**src/rtl/phdly_pkg.sv**
```systemverilog
package phdly_pkg;
  typedef enum logic {S_IDLE = 1'b0, S_DIV = 1'b1} phdly_state_e;

  localparam int unsigned QUAD_DEG  = 90;
  localparam int unsigned FULL_DEG  = 360;
  localparam int unsigned CELL_K    = 216;      // 6 * 36: nominal cell scale
  localparam int unsigned ENC_SCALE = 10000000;
  localparam int unsigned DEC_SCALE = 1000000;
  localparam int unsigned FINE_MAX  = 255;
  localparam logic [15:0] WR_MASK   = 16'h0FFE;

  function automatic logic [31:0] pack_word(logic en, logic [7:0] cnt, logic [1:0] quad);
    return {WR_MASK, 4'b0000, en, cnt, quad, 1'b0};
  endfunction
endpackage

```
**src/rtl/phdly_split.sv**
```systemverilog
module phdly_split (
  input  logic [8:0] phase_i,
  output logic [1:0] quad_o,
  output logic [6:0] rem_o,
  output logic       over_o
);
  import phdly_pkg::*;

  always_comb begin
    over_o = (phase_i >= 9'(FULL_DEG));
    quad_o = 2'd0;
    rem_o  = phase_i[6:0];
    for (int k = 1; k < 4; k++) begin
      if (phase_i >= 9'(k * QUAD_DEG)) begin
        quad_o = 2'(k);
        rem_o  = 7'(phase_i - 9'(k * QUAD_DEG));
      end
    end
  end
endmodule

```
**src/rtl/phdly_div.sv**
```systemverilog
module phdly_div #(
  parameter int DW = 36
) (
  input  logic          clk,
  input  logic          rst_n,
  input  logic          go_i,
  input  logic [DW-1:0] dvd_i,
  input  logic [DW-1:0] dsr_i,
  output logic          valid_o,
  output logic [DW-1:0] quo_o
);
  localparam int CW = $clog2(DW + 1);

  logic          run_q, run_n;
  logic          valid_q, valid_n;
  logic [CW-1:0] cnt_q, cnt_n;
  logic [DW-1:0] acc_q, acc_n;
  logic [DW:0]   rem_q, rem_n;
  logic [DW-1:0] dsr_q, dsr_n;
  logic [DW:0]   trial;
  logic          fits;

  always_comb begin
    trial   = {rem_q[DW-1:0], acc_q[DW-1]};
    fits    = (trial >= {1'b0, dsr_q});
    run_n   = run_q;
    valid_n = 1'b0;
    cnt_n   = cnt_q;
    acc_n   = acc_q;
    rem_n   = rem_q;
    dsr_n   = dsr_q;
    if (go_i && !run_q) begin
      run_n = 1'b1;
      cnt_n = CW'(DW);
      acc_n = dvd_i;
      rem_n = '0;
      dsr_n = dsr_i;
    end else if (run_q) begin
      rem_n = fits ? (trial - {1'b0, dsr_q}) : trial;
      acc_n = {acc_q[DW-2:0], fits};
      cnt_n = cnt_q - CW'(1);
      if (cnt_q == CW'(1)) begin
        run_n   = 1'b0;
        valid_n = 1'b1;
      end
    end
  end

  always_ff @(posedge clk or negedge rst_n) begin
    if (!rst_n) begin
      run_q   <= 1'b0;
      valid_q <= 1'b0;
      cnt_q   <= '0;
      acc_q   <= '0;
      rem_q   <= '0;
      dsr_q   <= '0;
    end else begin
      run_q   <= run_n;
      valid_q <= valid_n;
      cnt_q   <= cnt_n;
      acc_q   <= acc_n;
      rem_q   <= rem_n;
      dsr_q   <= dsr_n;
    end
  end

  assign valid_o = valid_q;
  assign quo_o   = acc_q;

  // the controller never relaunches the divider mid-run
  assert_no_relaunch_R11: assert property (@(posedge clk) disable iff (!rst_n)
    go_i |-> !run_q);
  // a finished division leaves a remainder below the divisor
  assert_rem_bound_R3: assert property (@(posedge clk) disable iff (!rst_n)
    valid_q |-> (rem_q < {1'b0, dsr_q}));
endmodule

```
**src/rtl/phdly_enc.sv**
```systemverilog
module phdly_enc #(
  parameter int RATE_W = 20
) (
  input  logic              clk,
  input  logic              rst_n,
  input  logic              start_i,
  input  logic              decode_i,
  input  logic [8:0]        phase_i,
  input  logic [RATE_W-1:0] rate_khz_i,
  input  logic [15:0]       ctl_i,
  output logic              busy_o,
  output logic              done_o,
  output logic              err_o,
  output logic [31:0]       ctl_word_o,
  output logic [8:0]        phase_o
);
  import phdly_pkg::*;

  localparam int DW = RATE_W + 16;

  phdly_state_e  state_q, state_n;
  logic          dec_q, dec_n;
  logic [1:0]    quad_q, quad_n;
  logic          done_q, done_n;
  logic          err_q, err_n;
  logic [31:0]   word_q, word_n;
  logic [8:0]    phase_q, phase_n;

  logic [1:0]    enc_quad;
  logic [6:0]    enc_rem;
  logic          enc_over;
  logic          rate_zero;
  logic [DW-1:0] enc_dsr, enc_dvd, dec_prod, dec_dvd;
  logic [RATE_W-1:0] rate_div10;
  logic          go;
  logic [DW-1:0] div_dvd, div_dsr, quo;
  logic          div_valid;
  logic [7:0]    cnt_sat;
  logic [DW:0]   dec_sum;

  phdly_split split_i (
    .phase_i (phase_i),
    .quad_o  (enc_quad),
    .rem_o   (enc_rem),
    .over_o  (enc_over)
  );

  always_comb begin
    rate_zero  = (rate_khz_i == '0);
    enc_dsr    = DW'(rate_khz_i) * DW'(CELL_K);
    enc_dvd    = DW'(enc_rem) * DW'(ENC_SCALE) + (enc_dsr >> 1);
    rate_div10 = rate_khz_i / RATE_W'(10);
    dec_prod   = ctl_i[11] ? (DW'(ctl_i[10:3]) * DW'(CELL_K) * DW'(rate_div10)) : '0;
    dec_dvd    = dec_prod + DW'(DEC_SCALE / 2);
    div_dvd    = decode_i ? dec_dvd : enc_dvd;
    div_dsr    = decode_i ? DW'(DEC_SCALE) : enc_dsr;
  end

  phdly_div #(.DW(DW)) div_i (
    .clk     (clk),
    .rst_n   (rst_n),
    .go_i    (go),
    .dvd_i   (div_dvd),
    .dsr_i   (div_dsr),
    .valid_o (div_valid),
    .quo_o   (quo)
  );

  always_comb begin
    cnt_sat = (quo > DW'(FINE_MAX)) ? 8'(FINE_MAX) : quo[7:0];
    dec_sum = {1'b0, quo} + ((DW+1)'(quad_q) * (DW+1)'(QUAD_DEG));
    state_n = state_q;
    dec_n   = dec_q;
    quad_n  = quad_q;
    done_n  = 1'b0;
    err_n   = err_q;
    word_n  = word_q;
    phase_n = phase_q;
    go      = 1'b0;
    case (state_q)
      S_IDLE: begin
        if (start_i) begin
          if (decode_i) begin
            if (rate_zero) begin
              done_n  = 1'b1;
              err_n   = 1'b0;
              phase_n = '0;
            end else begin
              go      = 1'b1;
              dec_n   = 1'b1;
              quad_n  = ctl_i[2:1];
              state_n = S_DIV;
            end
          end else begin
            if (rate_zero || enc_over) begin
              done_n = 1'b1;
              err_n  = 1'b1;
            end else begin
              go      = 1'b1;
              dec_n   = 1'b0;
              quad_n  = enc_quad;
              state_n = S_DIV;
            end
          end
        end
      end
      S_DIV: begin
        if (div_valid) begin
          state_n = S_IDLE;
          done_n  = 1'b1;
          err_n   = 1'b0;
          if (dec_q) phase_n = 9'(dec_sum % (DW+1)'(FULL_DEG));
          else       word_n  = pack_word(cnt_sat != 8'd0, cnt_sat, quad_q);
        end
      end
      default: state_n = S_IDLE;
    endcase
  end

  always_ff @(posedge clk or negedge rst_n) begin
    if (!rst_n) begin
      state_q <= S_IDLE;
      dec_q   <= 1'b0;
      quad_q  <= '0;
      done_q  <= 1'b0;
      err_q   <= 1'b0;
      word_q  <= '0;
      phase_q <= '0;
    end else begin
      state_q <= state_n;
      dec_q   <= dec_n;
      quad_q  <= quad_n;
      done_q  <= done_n;
      err_q   <= err_n;
      word_q  <= word_n;
      phase_q <= phase_n;
    end
  end

  assign busy_o     = (state_q != S_IDLE);
  assign done_o     = done_q;
  assign err_o      = err_q;
  assign ctl_word_o = word_q;
  assign phase_o    = phase_q;

  // done lasts one cycle
  assert_done_pulse_R10: assert property (@(posedge clk) disable iff (!rst_n)
    done_q |=> !done_q);
  // the error flag moves only with done
  assert_err_hold_R10: assert property (@(posedge clk) disable iff (!rst_n)
    !$stable(err_q) |-> done_q);
  // the word changes only on a successful completion
  assert_word_change_R7: assert property (@(posedge clk) disable iff (!rst_n)
    !$stable(word_q) |-> (done_q && !err_q));
  // enable bit agrees with the stored count
  assert_en_bit_R5: assert property (@(posedge clk) disable iff (!rst_n)
    word_q[11] == (word_q[10:3] != 8'd0));
  // decoded phase stays below a full turn
  assert_dec_range_R8: assert property (@(posedge clk) disable iff (!rst_n)
    phase_q < 9'd360);
endmodule

```
**config.mk**
```make
export PLATFORM = sky130hd
export DESIGN_NAME = phdly_enc
export DESIGN_NICKNAME = d
export VERILOG_FILES = /design/src/rtl/phdly_pkg.sv /design/src/rtl/phdly_split.sv /design/src/rtl/phdly_div.sv /design/src/rtl/phdly_enc.sv
export SDC_FILE = /design/constraint.sdc
export NUM_CORES = 2
export LEC_CHECK = 0
export BUFFER_PORTS_ARGS = -buffer_cell sky130_fd_sc_hd__buf_2
export CORE_ASPECT_RATIO = 2
export CORE_UTILIZATION = 40
export CTS_CLUSTER_DIAMETER = 100
export DETAILED_ROUTE_END_ITERATION = 12
export GPL_ROUTABILITY_DRIVEN = 0
export PLACE_DENSITY = 0.54
export SYNTH_ARGS = -nofsm -noshare
export SYNTH_HDL_FRONTEND = slang
export SYNTH_SLANG_ARGS = --single-unit
```
**constraint.sdc**
```tcl
create_clock -name clk -period 27.4 [get_ports clk]
set_input_delay 4.11 -clock clk [delete_from_list [all_inputs] [get_ports clk]]
set_output_delay 4.11 -clock clk [all_outputs]
set_load 0.005 [all_outputs]
```
# Yosys cells after proc, flatten, opt, wreduce, memory -nomap -nowiden
# Index checks and enable logic that the tools add are counted.
dict set report totals {
  word_cells 110
  input_bits 49
  output_inout_bits 44
  regBits 143
}
dict set report classes {
  n_reduce_logical 10
  multipliers 5
  n_mux 54
  bitwise 2
  n_eq_ne 10
  add_sub_neg 8
  n_lt_le_gt_ge 6
  div_mod_pow 2
}
# cell count
set op_table {}
lappend op_table {{$mux 36} 7}
lappend op_table {{$mux 9} 5}
lappend op_table {{$add 36x9->37} 1}
lappend op_table {{$ge 37x36->1} 1}
lappend op_table {{$mod 37x9->37 const B} 1}
lappend op_table {{$add 36x19->36 const B} 1}
lappend op_table {{$gt 36x8->1 const B} 1}
lappend op_table {{$sub 36x36->36} 1}
lappend op_table {{$mul 13x20->33} 1}
lappend op_table {{$add 31x27->32} 1}
lappend op_table {{$mux 28} 1}
lappend op_table {{$mux 1} 26}
lappend op_table {{$mul 20x5->25 const B} 1}
lappend op_table {{$mul 7x17->24 const B} 1}
lappend op_table {{$mux 7} 3}
lappend op_table {{$div 20x4->20 const B} 1}
lappend op_table {{$logic_not 20->1} 1}
lappend op_table {{$ge 9x9->1 const B} 2}
lappend op_table {{$pmux 9 s2} 1}
lappend op_table {{$mul 8x5->13 const B} 1}
lappend op_table {{$mux 6} 2}
lappend op_table {{$mux 2} 5}
lappend op_table {{$ne 2x2->1 const B} 5}
lappend op_table {{$ge 9x7->1 const B} 1}
lappend op_table {{other kinds (20)} 26}

# Logic depth before layout (Yosys ltp)
dict set report logic_depth {
  word_depth 8
  mapped_depth 145
  mapped_depth_nobuf 131
}

# Hierarchy
# A second synthesis with hierarchy kept.
dict set report hier_totals {
  cells_unflattened 5304
  area_unflattened_um2 39888.3
}
# mod cells_per_inst area_each_um2 instances seq_area_each_um2
set by_module_without_submodules {}
lappend by_module_without_submodules {phdly_enc 4437 32358.5 1 675.6}
lappend by_module_without_submodules {phdly_div 786 6935.4 1 2902.8}
lappend by_module_without_submodules {phdly_split 81 594.3 1 0.0}

# Worst setup path before layout
# OpenSTA, ideal clock, no wires.
dict set report synth_timing {
  path_kind {input port to flip-flop}
  start {in rate_khz_i[16]}
  end {reg div_i.acc_q[34] (netlist: div_i.quo_o[34])}
  required_ns 27.264
  path_buffers 10
  setup_time_ns 0.136
  path_stages 135
  arrival_ns 32.592
  slack_ns -5.327
  path_cell_list {clkbuf_1 inv_1 ha_1 or2_1 a21oi_1 a211oi_1 xnor2_1 nand4b_1 o31ai_1 a21oi_1 o21ai_1 xor2_1 nor4_1 a31oi_1 xor2_1 nor3_1 o211ai_1 a211oi_1 [99 not listed] o21bai_1 a21oi_1 o21bai_1 a21oi_1 o21bai_1 a21oi_1 o21bai_1 a21oi_1 xnor2_1 nand2_1 or3_1 or3_1 nand2b_1 nor2_1 xor2_1 nor3_1 a21oi_1 o21ai_0}
}
dict set report synth_between {
  elab_chain_cells 8
  elab_cells_between_ends 15
  classes_between {add/sub (1); mul (1); div (1); mux (8); reduce/logical (4)}
}
# element line_no
set synth_lines {}
lappend synth_lines {{from (decl)} phdly_enc.sv:9} ;# input logic [RATE_W-1:0] rate_khz_i,
lappend synth_lines {{branches (longest 8 deep; another with $add 36x19->36)} --}
lappend synth_lines {{to (signal assigned)} phdly_div.sv:61} ;# acc_q <= acc_n;
lappend synth_lines {{to (decl)} phdly_div.sv:17} ;# logic [DW-1:0] acc_q, acc_n;
# Several ways; the timed one is not identified.
# A chain may end at the register's enable or synchronous reset.

# Worst setup path after layout
dict set report layout_timing {
  start {in rate_khz_i[2]}
  end {reg div_i.acc_q[34] (netlist: div_i.quo_o[34])}
}
# Same word-level chain as after synthesis.

==> metrics <==
critical-path maximum fanout 7; largest net degree at the start of global routing 79; CP Capture Type flip-flop; Synth area leaders fa_1, ha_1, dfrtp_1, xnor2_1, nand2_1; number of placement rows 158; min-delay src phase_o[3]; failing checks negative setup slack; Post-synth top flop dfrtp_1; share of cells above drive strength 1 0.2794; count leader, synth nand2_1; Yosys top cell area share 0.1208; Final ANT Viol Nets 0; vias after detailed routing 40540; critical path type in -> reg; final worst slack -2.584 ns; # IOs 93; worst setup path start rate_khz_i[2]; max-cap violations 0; CORE AREA 92720 um2; Num CTS Buffers 17; die area 94920 um2; Place WS -4.004 ns; Clock Latency Late Sink 0.43 ns; initial antenna violation count 8; unrepaired setup endpoints after global routing yes; yosys warns 0; worst slew pin tran 1.094 ns; Die Y 434.7 um; fin util 0.5335; Syn Inst Count 5015; clock slew at reported path FFs 0.06 ns; initial DRC count 2055; Die Span X 218.4 um; Post-synth ARST share 1.000; Port Buffer Count 77; CP Data Arrival Time 30.28 ns; wire per inst 18.87 um; Max Clk Rate 33.35 MHz; startpoint type of the worst setup path input port; final wirelength 135100 um; EDFF count, synth 0; most numerous cell on the critical path buf_4; CTS root buf clkbuf_16; DRT Pass-1 Iters 7; fillers 8969; DRC 0; Multi-input gate area 33760 um2; CTS Sinks 132; H-tree Lvls 4; clk buf depth 2; All-Layer GR Usage 0.2792; Yosys top cell by area fa_1; Worst R2R Setup Slack 1.47 ns; global route overflow 0; status complete, but fails checks; Yosys cell types 139; most frequent cells after synthesis nand2_1, inv_1, nor2_1; Syn-to-layout area delta 32.09%; Critical Path RT 27.69 ns; Tightest Hold Check Type reg -> reg; global-route wire length before repair 212500 um; Post-CTS Hold Buffers 0; Crit Reg-Reg Startpoint quad_q[0]; nets 6532; vias per cell 5.663; Fin. Hold Viols 0; register area 3307 um2; synthesized area 37450 um2; slowest cell on the critical path fa_2; final HPWL from detailed placement 110600 um; relative slew slack 0.2653; Tmin final 29.98 ns; count of final setup violators 24; slowest stage delay, CP 0.45 ns; fin crit share 1.094; CTS tree done; sequential cell area fraction in the yosys report 0.08821; Synth Register Bits 132; vias in the first global route 41450; synthesized area per cell 7.467 um2; Starting Density 0.4039; clk_skew 0.008932 ns; max-slew violations 0
-- metrics by stage --
stage / hold WS [ns] / instance area, um2 / TNS, ns / cells
6_report: 0.4802 / 49470 / -38.61 / 7159
5_1_grt: 0.5129 / 49460 / -68.14 / 7158
4_1_cts: 0.4881 / 48230 / -31.64 / 7109
3_5_place_dp: 0.4742 / 45670 / -66.65 / 6946
3_3_place_gp: 0.4606 / 45670 / -58.40 / 6946
2_1_floorplan: 0.4498 / 38360 / -21.22 / 5024
-- area by class of cell --
type                            count  share of cell area
Multi-Input combinational cell   4172              0.6825
Timing Repair Buffer             1121              0.1697
Sequential cell                   132             0.06685
Inverter                          499             0.03814
Tap cell                         1200             0.03035
Clock buffer                       18            0.008878
Clock inverter                     14            0.003389
Antenna cell                        3           0.0001518
-- placed cells by master (no fill, tap or decap), types with 20 or more instances in the layout --
cell,netlist,routed
nor2_2,5,20
and3_1,41,36
nor2b_1,44,42
nand4_1,69,69
xnor2_1,309,276
o31ai_1,40,33
o21ai_1,43,61
mux2i_1,42,38
o21ai_0,267,232
buf_4,27,1010
and2_1,87,77
nand3_1,134,117
a211oi_1,57,48
buf_6,4,35
a22o_1,24,24
buf_2,31,73
fa_1,226,220
o22ai_1,35,32
a31oi_1,50,41
or3_1,48,37
dfrtp_1,132,131
o211ai_1,80,80
nor3_1,133,111
inv_1,495,481
a21oi_1,307,276
a21oi_2,6,32
ha_1,314,298
xnor2_2,5,33
nand2b_1,72,64
a21o_1,70,70
xor2_1,146,124
o21a_1,24,23
nand2_1,552,540
nor2_1,361,335
o21bai_1,60,57
nor4_1,34,27
-- state kept, by name (all words and copies together), names as in the netlist --
signal,count
busy_o,1
ctl_word_o,12
dec_q,1
div_i.cnt_q,6
div_i.dsr_q,25
div_i.quo_o,36
div_i.rem_q,36
div_i.run_q,1
div_i.valid_o,1
done_o,1
err_o,1
phase_o,9
quad_q,2
-- cells by family (layout without fill, tap and decap cells) --
logic type / count (synthesis) / in the layout / synth area share
flip-flops: 132 / 132 / 0.08821
AND/OR/NAND/NOR: 1697 / 1697 / 0.2200
multiplexers: 70 / 70 / 0.02048
adder cells (fa/ha/maj): 551 / 551 / 0.2287
XOR/XNOR: 466 / 466 / 0.1123
AO/OA/AOI/OAI: 1377 / 1378 / 0.2531
buffers and inverters: 721 / 1652 / 0.07718
other: 1 / 13 / 0.0001001
-- per-layer routing --
metal  wire length [um]  part of all wire  GRT usage  vias to the layer above
met1              44630              0.33     0.2537                    19700
li1                   -                 -          -                    19500
met4               9704             0.072     0.1793                        6
met2              77490              0.57     0.5716                      909
met5                 40           0.00030          0                        -
met3               3191             0.024    0.01894                      425
-- what timing repair did --
item                                    4_1_cts  5_1_grt
gates cloned                                  1        0
endpoints found under the setup margin       27       36
pin swaps                                   155      150
gates resized for setup                     193      177
buffers inserted                            133       54
hold endpoints to repair                      0        0
-- worst paths after layout --
path	end	cells past startpoint
min in group asynchronous	div_i.rem_q[32]	1
setup reg to reg	phase_o[5]	97
max in group asynchronous	div_i.run_q	2
hold reg to reg	phase_o[3]	2
setup / recovery	div_i.quo_o[34]	139
hold / removal	phase_o[3]	2
-- worst max-delay path, delay by kind of cell --
family | cells | cell delay [ns]
XOR/XNOR | 8 | 1.46
multiplexers | 2 | 0.52
AND/OR/NAND/NOR | 51 | 10.50
AO/OA/AOI/OAI | 52 | 9.15
buffers and inverters | 19 | 2.54
adder cells (fa/ha/maj) | 7 | 2.00
Power is left out: the tool's default activity adds up to more than one toggle a clock period on the data nets, which glitch-free logic cannot reach.
